### src/rtl/sdram_wt_pkg.sv
`timescale 1ns/1ps
package sdram_wt_pkg;
  localparam logic [1:0] OP_ACT = 2'd0;
  localparam logic [1:0] OP_WR  = 2'd1;
  localparam logic [1:0] OP_RD  = 2'd2;
  localparam logic [1:0] OP_PRE = 2'd3;

  // {cs_n, ras_n, cas_n, we_n}
  localparam logic [3:0] CMD_NOP = 4'b0111;
  localparam logic [3:0] CMD_ACT = 4'b0011;
  localparam logic [3:0] CMD_RD  = 4'b0101;
  localparam logic [3:0] CMD_WR  = 4'b0100;
  localparam logic [3:0] CMD_PRE = 4'b0010;

  typedef enum logic [2:0] {
    ST_IDLE, ST_OPEN, ST_WR, ST_PRE_WAIT, ST_AP
  } seq_state_e;
endpackage

### src/rtl/wt_down_ctr.sv
`timescale 1ns/1ps
module wt_down_ctr #(
  parameter int W = 4
) (
  input  logic         clk_i,
  input  logic         rst_ni,
  input  logic         load_i,
  input  logic [W-1:0] val_i,
  input  logic         dec_i,
  output logic [W-1:0] cnt_o
);
  always_ff @(posedge clk_i or negedge rst_ni) begin
    if (!rst_ni)                      cnt_o <= '0;
    else if (load_i)                  cnt_o <= val_i;
    else if (dec_i && cnt_o != '0)    cnt_o <= cnt_o - 1'b1;
  end
endmodule

### src/rtl/wt_gap_ctr.sv
`timescale 1ns/1ps
module wt_gap_ctr #(
  parameter int W = 4
) (
  input  logic         clk_i,
  input  logic         rst_ni,
  input  logic         clr_i,
  output logic [W-1:0] gap_o
);
  // cycles since the last data cycle, saturating
  always_ff @(posedge clk_i or negedge rst_ni) begin
    if (!rst_ni)          gap_o <= '1;
    else if (clr_i)       gap_o <= '0;
    else if (~&gap_o)     gap_o <= gap_o + 1'b1;
  end
endmodule

### src/rtl/sdram_wr_term_seq.sv
`timescale 1ns/1ps
module sdram_wr_term_seq
  import sdram_wt_pkg::*;
#(
  parameter int ADDR_W    = 12,
  parameter int BA_W      = 2,
  parameter int DQ_W      = 16,
  parameter int TW        = 4,
  parameter int BL_CODE_W = 2,
  parameter int AP_BIT    = 10
) (
  input  logic                 clk_i,
  input  logic                 rst_ni,
  input  logic [TW-1:0]        t_wr_i,
  input  logic [TW-1:0]        t_rp_i,
  input  logic [BL_CODE_W:0]   bl_i,
  input  logic                 auto_pre_i,
  input  logic                 req_valid_i,
  input  logic [1:0]           req_op_i,
  input  logic [BA_W-1:0]      req_bank_i,
  input  logic [ADDR_W-1:0]    req_addr_i,
  input  logic [DQ_W-1:0]      wdata_i,
  output logic                 ready_o,
  output logic                 cs_n_o,
  output logic                 ras_n_o,
  output logic                 cas_n_o,
  output logic                 we_n_o,
  output logic [BA_W-1:0]      ba_o,
  output logic [ADDR_W-1:0]    addr_o,
  output logic                 dqm_o,
  output logic                 dq_oe_o,
  output logic [DQ_W-1:0]      dq_o
);
  localparam int BEAT_W = (1 << BL_CODE_W) - 1;

  seq_state_e        state_q, state_d;
  logic [BA_W-1:0]   bank_q, bank_d;
  logic              full_q, full_d, cut_q, cut_d;
  logic [3:0]        cmd_q, nxt_cmd;
  logic [ADDR_W-1:0] addr_q, nxt_addr;
  logic              dqm_q, nxt_dqm, oe_q, nxt_oe;
  logic [DQ_W-1:0]   dq_q, nxt_dq;

  logic [BEAT_W-1:0] left_q, len_m1;
  logic              beat_load, beat_dec;
  logic [TW-1:0]     gap_q, gap_next, rp_q;
  logic              rp_load, wr_ok, burst_more, accept;
  logic              start_wr, do_rd, do_pre, cont;

  wt_down_ctr #(.W(BEAT_W)) u_beat (
    .clk_i, .rst_ni, .load_i(beat_load), .val_i(len_m1), .dec_i(beat_dec), .cnt_o(left_q)
  );
  wt_down_ctr #(.W(TW)) u_rp (
    .clk_i, .rst_ni, .load_i(rp_load), .val_i(t_rp_i), .dec_i(1'b1), .cnt_o(rp_q)
  );
  wt_gap_ctr #(.W(TW)) u_gap (
    .clk_i, .rst_ni, .clr_i(nxt_oe), .gap_o(gap_q)
  );

  assign len_m1     = BEAT_W'((1 << bl_i[BL_CODE_W-1:0]) - 1);
  assign gap_next   = (&gap_q) ? gap_q : gap_q + 1'b1;
  assign wr_ok      = gap_next >= t_wr_i;
  assign burst_more = full_q || (left_q != '0);

  always_comb begin
    case (state_q)
      ST_IDLE:       ready_o = (rp_q <= TW'(1));
      ST_OPEN, ST_WR: ready_o = 1'b1;
      default:       ready_o = 1'b0;
    endcase
  end
  assign accept = req_valid_i && ready_o;

  always_comb begin
    state_d   = state_q;
    bank_d    = bank_q;
    full_d    = full_q;
    cut_d     = cut_q;
    nxt_cmd   = CMD_NOP;
    nxt_addr  = '0;
    nxt_dqm   = 1'b0;
    nxt_oe    = 1'b0;
    nxt_dq    = '0;
    beat_load = 1'b0;
    beat_dec  = 1'b0;
    rp_load   = 1'b0;
    start_wr  = 1'b0;
    do_rd     = 1'b0;
    do_pre    = 1'b0;
    cont      = 1'b0;

    case (state_q)
      ST_IDLE: begin
        if (accept && req_op_i == OP_ACT) begin
          nxt_cmd  = CMD_ACT;
          nxt_addr = req_addr_i;
          bank_d   = req_bank_i;
          state_d  = ST_OPEN;
        end
      end
      ST_OPEN, ST_WR: begin
        start_wr = accept && req_op_i == OP_WR;
        do_rd    = accept && req_op_i == OP_RD;
        do_pre   = accept && req_op_i == OP_PRE;
        if (state_q == ST_WR && !start_wr && !do_rd && !do_pre) begin
          if (burst_more) cont = 1'b1;
          else            state_d = ST_OPEN;
        end
      end
      ST_PRE_WAIT: begin
        nxt_dqm = cut_q;
        if (wr_ok) begin
          nxt_cmd = CMD_PRE;
          rp_load = 1'b1;
          state_d = ST_IDLE;
        end
      end
      ST_AP: begin
        if (burst_more) cont = 1'b1;
        else if (wr_ok) begin
          rp_load = 1'b1;  // internal precharge starts here
          state_d = ST_IDLE;
        end
      end
      default: state_d = ST_IDLE;
    endcase

    if (cont) begin
      nxt_oe   = 1'b1;
      nxt_dq   = wdata_i;
      beat_dec = 1'b1;
    end

    if (start_wr) begin
      nxt_cmd          = CMD_WR;
      nxt_addr         = req_addr_i;
      nxt_addr[AP_BIT] = auto_pre_i && !bl_i[BL_CODE_W];
      nxt_oe           = 1'b1;
      nxt_dq           = wdata_i;
      beat_load        = 1'b1;
      full_d           = bl_i[BL_CODE_W];
      state_d          = (auto_pre_i && !bl_i[BL_CODE_W]) ? ST_AP : ST_WR;
    end

    if (do_rd) begin
      nxt_cmd          = CMD_RD;
      nxt_addr         = req_addr_i;
      nxt_addr[AP_BIT] = 1'b0;
      state_d          = ST_OPEN;
    end

    if (do_pre) begin
      cut_d   = (state_q == ST_WR) && burst_more;
      nxt_dqm = cut_d;
      if (wr_ok) begin
        nxt_cmd = CMD_PRE;
        rp_load = 1'b1;
        state_d = ST_IDLE;
      end else begin
        state_d = ST_PRE_WAIT;
      end
    end
  end

  always_ff @(posedge clk_i or negedge rst_ni) begin
    if (!rst_ni) begin
      state_q <= ST_IDLE;
      bank_q  <= '0;
      full_q  <= 1'b0;
      cut_q   <= 1'b0;
      cmd_q   <= CMD_NOP;
      addr_q  <= '0;
      dqm_q   <= 1'b0;
      oe_q    <= 1'b0;
      dq_q    <= '0;
    end else begin
      state_q <= state_d;
      bank_q  <= bank_d;
      full_q  <= full_d;
      cut_q   <= cut_d;
      cmd_q   <= nxt_cmd;
      addr_q  <= nxt_addr;
      dqm_q   <= nxt_dqm;
      oe_q    <= nxt_oe;
      dq_q    <= nxt_dq;
    end
  end

  assign {cs_n_o, ras_n_o, cas_n_o, we_n_o} = cmd_q;
  assign ba_o    = bank_q;
  assign addr_o  = addr_q;
  assign dqm_o   = dqm_q;
  assign dq_oe_o = oe_q;
  assign dq_o    = dq_q;
endmodule

### config.mk
export PLATFORM = sky130hd
export DESIGN_NAME = sdram_wr_term_seq
export DESIGN_NICKNAME = d
export VERILOG_FILES = /design/src/rtl/sdram_wt_pkg.sv /design/src/rtl/wt_down_ctr.sv /design/src/rtl/wt_gap_ctr.sv /design/src/rtl/sdram_wr_term_seq.sv
export SDC_FILE = /design/constraint.sdc
export NUM_CORES = 1
export LEC_CHECK = 0
export BUFFER_PORTS_ARGS = -buffer_cell sky130_fd_sc_hd__buf_4
export CORE_MARGIN = 5
export CORE_UTILIZATION = 38
export DETAILED_ROUTE_END_ITERATION = 10
export HOLD_SLACK_MARGIN = 0.06
export PLACE_DENSITY_LB_ADDON = 0.3
export SETUP_SLACK_MARGIN = 0.4
export SYNTH_ARGS = -nofsm -noshare
export SYNTH_HDL_FRONTEND = slang
export SYNTH_SLANG_ARGS = --single-unit
### constraint.sdc
create_clock -name clk_i -period 3.1 [get_ports clk_i]
set_clock_uncertainty 0.2 [all_clocks]
set_input_delay 0 -clock clk_i [delete_from_list [all_inputs] [get_ports clk_i]]
set_output_delay 0 -clock clk_i [all_outputs]
set_load 0.02 [all_outputs]
==> summary by stage <==
GRT
The global-route wire length before repair is 10,200 µm. The number of global-route vias before repair was 2,221. Entering global routing, the biggest net connects 52 pins. In the global route stage, overall resource usage came out at 0.149.

The initial antenna violation count is 0. After global routing the overflow that remains totals 0.

Place
The number of buffer cells added on primary ports is 82. The routability-driven placement congestion ratio is 0.809. The HPWL after detailed placement is 4060 µm.

Setup path
The worst setup path is captured at a flop. The worst setup path is launched from a flop. Walking the worst path, the cells encountered are ha_4 > nand3_4 > mux2_4 > ha_4 > a2111o_1 > and2_4 > a21boi_4 > mux2_4. The arrival time reported for the critical path endpoint is 2.71 ns. In this design, the stage delay of the slowest critical-path cell is 0.57 ns.

Of all nets on the critical path, the largest fanout is 4. The logic depth of the worst register-to-register path is 8. The critical setup path kind is reg -> reg. The required time of the critical path is 3.09 ns. For this design, the slowest cell found on the critical path is dfstp_2.

Synth
In this run, synthesis inferred 0 flip-flops with an integrated enable. The synthesized area per cell is 10.8 µm². The compound-gate portion of the synthesized area is 0.111.

By count the netlist is led by dfrtp_1, and2_1, a21oi_1. dfrtp_1 is the most common cell in the netlist. For this run, the number of Yosys warnings is 0. The post-synthesis share of cell area spent on and, or, nand and nor gates is 0.194.

Of the synthesized area, sequential elements account for 0.527. The synthesized net count is 282. The area share of the largest cell type after synthesis is 0.452. The number of storage elements in the synthesis netlist is 51. The adder and majority gate portion of the synthesized area is 0.0554. The post-synthesis instance area is 0.00244 mm². The cell type with the largest total area after synthesis is dfrtp_1. The dominant synthesized flop cell is dfrtp_1. The xor and xnor fraction of the mapped netlist area is 0.0251. After synthesis, the largest family of logic cells by area is simple AND/OR/NAND/NOR gates. The share of synthesized area spent on multiplexers is 0.0457. Sorting the synthesized cells by area gives the leading types as dfrtp_1, dfstp_2, and2_1, ha_1, mux2_2. The post-synthesis cell type count is 47. The proportion of register bits with asynchronous set or reset after synthesis is 1.00. Counting every instance in the synthesized netlist gives 225.

STA
The transition time at the pin with the least slew margin is 0.655 ns. The final number of hold-violating endpoints was 0. The max-slew violation count is 0. The sum of negative setup slack is 0 ns. In this run the tightest slew margin relative to its limit is 0.563. Of the available clock period, the critical path in the final layout requires 0.875. The peak clock frequency supported by timing is 369 MHz. Setup repair after global routing could not meet its margin everywhere. Final hold analysis gives a worst-case slack of 0.0620 ns.

Setup violations remaining at the end of the flow were counted as 0. The final period demand of the worst path is 2.71 ns.

Routing
The ratio of routed vias to standard cells is 4.89. The routed via count is 2,140. In this run, the number of DRC markers left after iteration 0 of detailed routing was 100. The detail route stage leaves a number of antenna-violating nets equal to 0.

The detailed-route DRC error count is 0. After detailed routing, the average wire length per cell comes to 13.8 µm. For this run, the detailed router's first-pass iteration total came to 4. Wires add up to 6040 µm.

Clock tree
The number of buffers added by the clock tree synthesis step is 5. The H-tree was split into 2 levels. CTS placed an instance of clkbuf_8 at the clock tree root. Clock-pin slew was measured on the worst setup and hold paths at 0.09 ns.

The count of clock tree sinks is 51. The buffer depth of the longest clock path is 2. The source-to-sink clock delay at the later pin of the worst-skew pair is 0.30 ns. TritonCTS built the clock tree.

Floorplanning
The standard-cell row count is 29. The overall die area is 0.00812 mm². The die is 90.1 µm wide. The die is 90.1 µm tall. The number of top-level design ports is 84. The initial utilization of the core area, before any placement, comes to 0.386. The core region area is 0.00631 mm².

Layout
The layout overhead on the synthesized area is 55.9%. In the final layout, the share of cells above drive strength 1 is 0.349. The core occupancy in the finished layout is 0.602.

Summing all flip-flop and latch instances after layout gives 0.00128 mm². The multi-input combinational cell area is 0.00114 mm². 0 antenna diodes ended up in the layout. The final layout contains 417 nets.

The number of fillers in the final layout is 538.

Pwr
The share of total power dissipated in the clock network is 0.125. Of the total power, the share spent switching nets is 0.369. The sequential power share is 0.347.

Summed over all cells, the static leakage comes to 1.87 nW. For this design the total switching power over the nets is 0.00108 W. The internal power summed over all cells is 0.00184 W. Across the VDD grid, the largest voltage drop is 417 µV.

The areal power density over the cells is 769 mW/mm². The proportion of power drawn by combinational gates is 0.528.

Status
The run finished with clean final reports.

Flow run
The total of max-cap violations is 0.

Hold path
The worst min-delay path category is in -> async.
-- critical path: cells and delay by family (launching register included) --
| family | cells | cell delay (ns) |
|---|---|---|
| mux | 2 | 0.63 |
| flops | 1 | 0.57 |
| compound gates | 2 | 0.57 |
| fa+ha+maj | 2 | 0.36 |
| simple gates | 2 | 0.26 |
-- cell usage in the layout (no fill, tap or decap), types with 6 or more instances in the layout --
| cell | count |
|---|---|
| nor2_1 | 9 |
| a21oi_1 | 10 |
| and2_1 | 28 |
| nor3_1 | 10 |
| mux2_2 | 7 |
| dfrtp_1 | 44 |
| buf_4 | 93 |
| ha_1 | 8 |
| o21ai_0 | 6 |
| inv_1 | 10 |
| dlygate4sd3_1 | 46 |
| nor2b_1 | 7 |
| nand2_1 | 9 |
| dfstp_2 | 7 |
-- kinds of logic (layout without fill, tap and decap cells) --
group / after synthesis / after routing
multiplexers: 10 / 10
flip-flops: 51 / 51
XOR/XNOR: 7 / 7
buffers and inverters: 21 / 157
AO/OA/AOI/OAI: 41 / 41
other: 1 / 1
adder cells (fa/ha/maj): 11 / 11
AND/OR/NAND/NOR: 83 / 83
-- final timing paths --
check / startpoint / endpoint / slack (ns)
max in group asynchronous: rst_ni / addr_o[10]$_DFF_PN0_ / 2.19
hold / removal: rst_ni / dq_o[8]$_DFF_PN0_ / 0.06
hold reg to reg: cut_q$_DFFE_PN0N_ / cut_q$_DFFE_PN0N_ / 0.29
setup / recovery: u_gap.gap_o[1]$_DFF_PN1_ / u_rp.cnt_o[0]$_DFFE_PN0P_ / 0.39
setup reg to reg: u_gap.gap_o[1]$_DFF_PN1_ / u_rp.cnt_o[0]$_DFFE_PN0P_ / 0.39
min in group clk_i: req_addr_i[7] / addr_o[7]$_DFF_PN0_ / 0.25
-- repair_timing --
item / in CTS / in global routing
setup endpoints to repair: 5 / 8
gates resized for setup: 3 / 7
setup buffers: 5 / 4
hold buffers: 46 / 0
pin swaps: 3 / 3
hold endpoints to repair: 95 / 0
-- metrics by stage --
step	total power, W	area [µm²]	std cells	setup WS [ns]
3_3_place_gp	0.00225	3140	375	0.366
5_1_grt	0.00314	3800	438	0.344
2_1_floorplan	0.00189	2470	225	0.422
6_report	0.00292	3800	438	0.387
4_1_cts	0.00282	3750	434	0.381
3_5_place_dp	0.00229	3140	375	0.292
-- registers in the layout, indices dropped and copies added, names as in the netlist --
register      cells
u_beat.cnt_o      3
u_gap.gap_o       4
cmd_q             3
dqm_o             1
full_q            1
dq_oe_o           1
state_q           3
ba_o              2
cut_q             1
u_rp.cnt_o        4
dq_o             16
addr_o           12
-- power groups by stage --
stage          Combinational, W  Clock [W]  Sequential, W
3_5_place_dp            0.00126          0        0.00103
6_report                0.00154   0.000364        0.00102
3_3_place_gp            0.00123          0        0.00102
4_1_cts                 0.00142   0.000380        0.00101
5_1_grt                 0.00169   0.000405        0.00104
2_1_floorplan          0.000771          0        0.00112
-- per-layer routing --
| layer | track usage | wire (µm) | vias to the layer above |
|---|---|---|---|
| met4 | 0.0459 | 100 | 0 |
| met3 | 0.0342 | 317 | 9 |
| li1 | - | - | 1038 |
| met2 | 0.262 | 3210 | 61 |
| met5 | 0 | 0 | - |
| met1 | 0.180 | 2420 | 1032 |
-- layout make-up --
class / instances / area share
flip-flops and latches: 51 / 0.338
repair buffers: 139 / 0.305
multi-input cells: 153 / 0.301
well taps: 77 / 0.0253
clock buffers: 8 / 0.0211
inverters: 10 / 0.00987
Power figures use the tool's default switching activity.
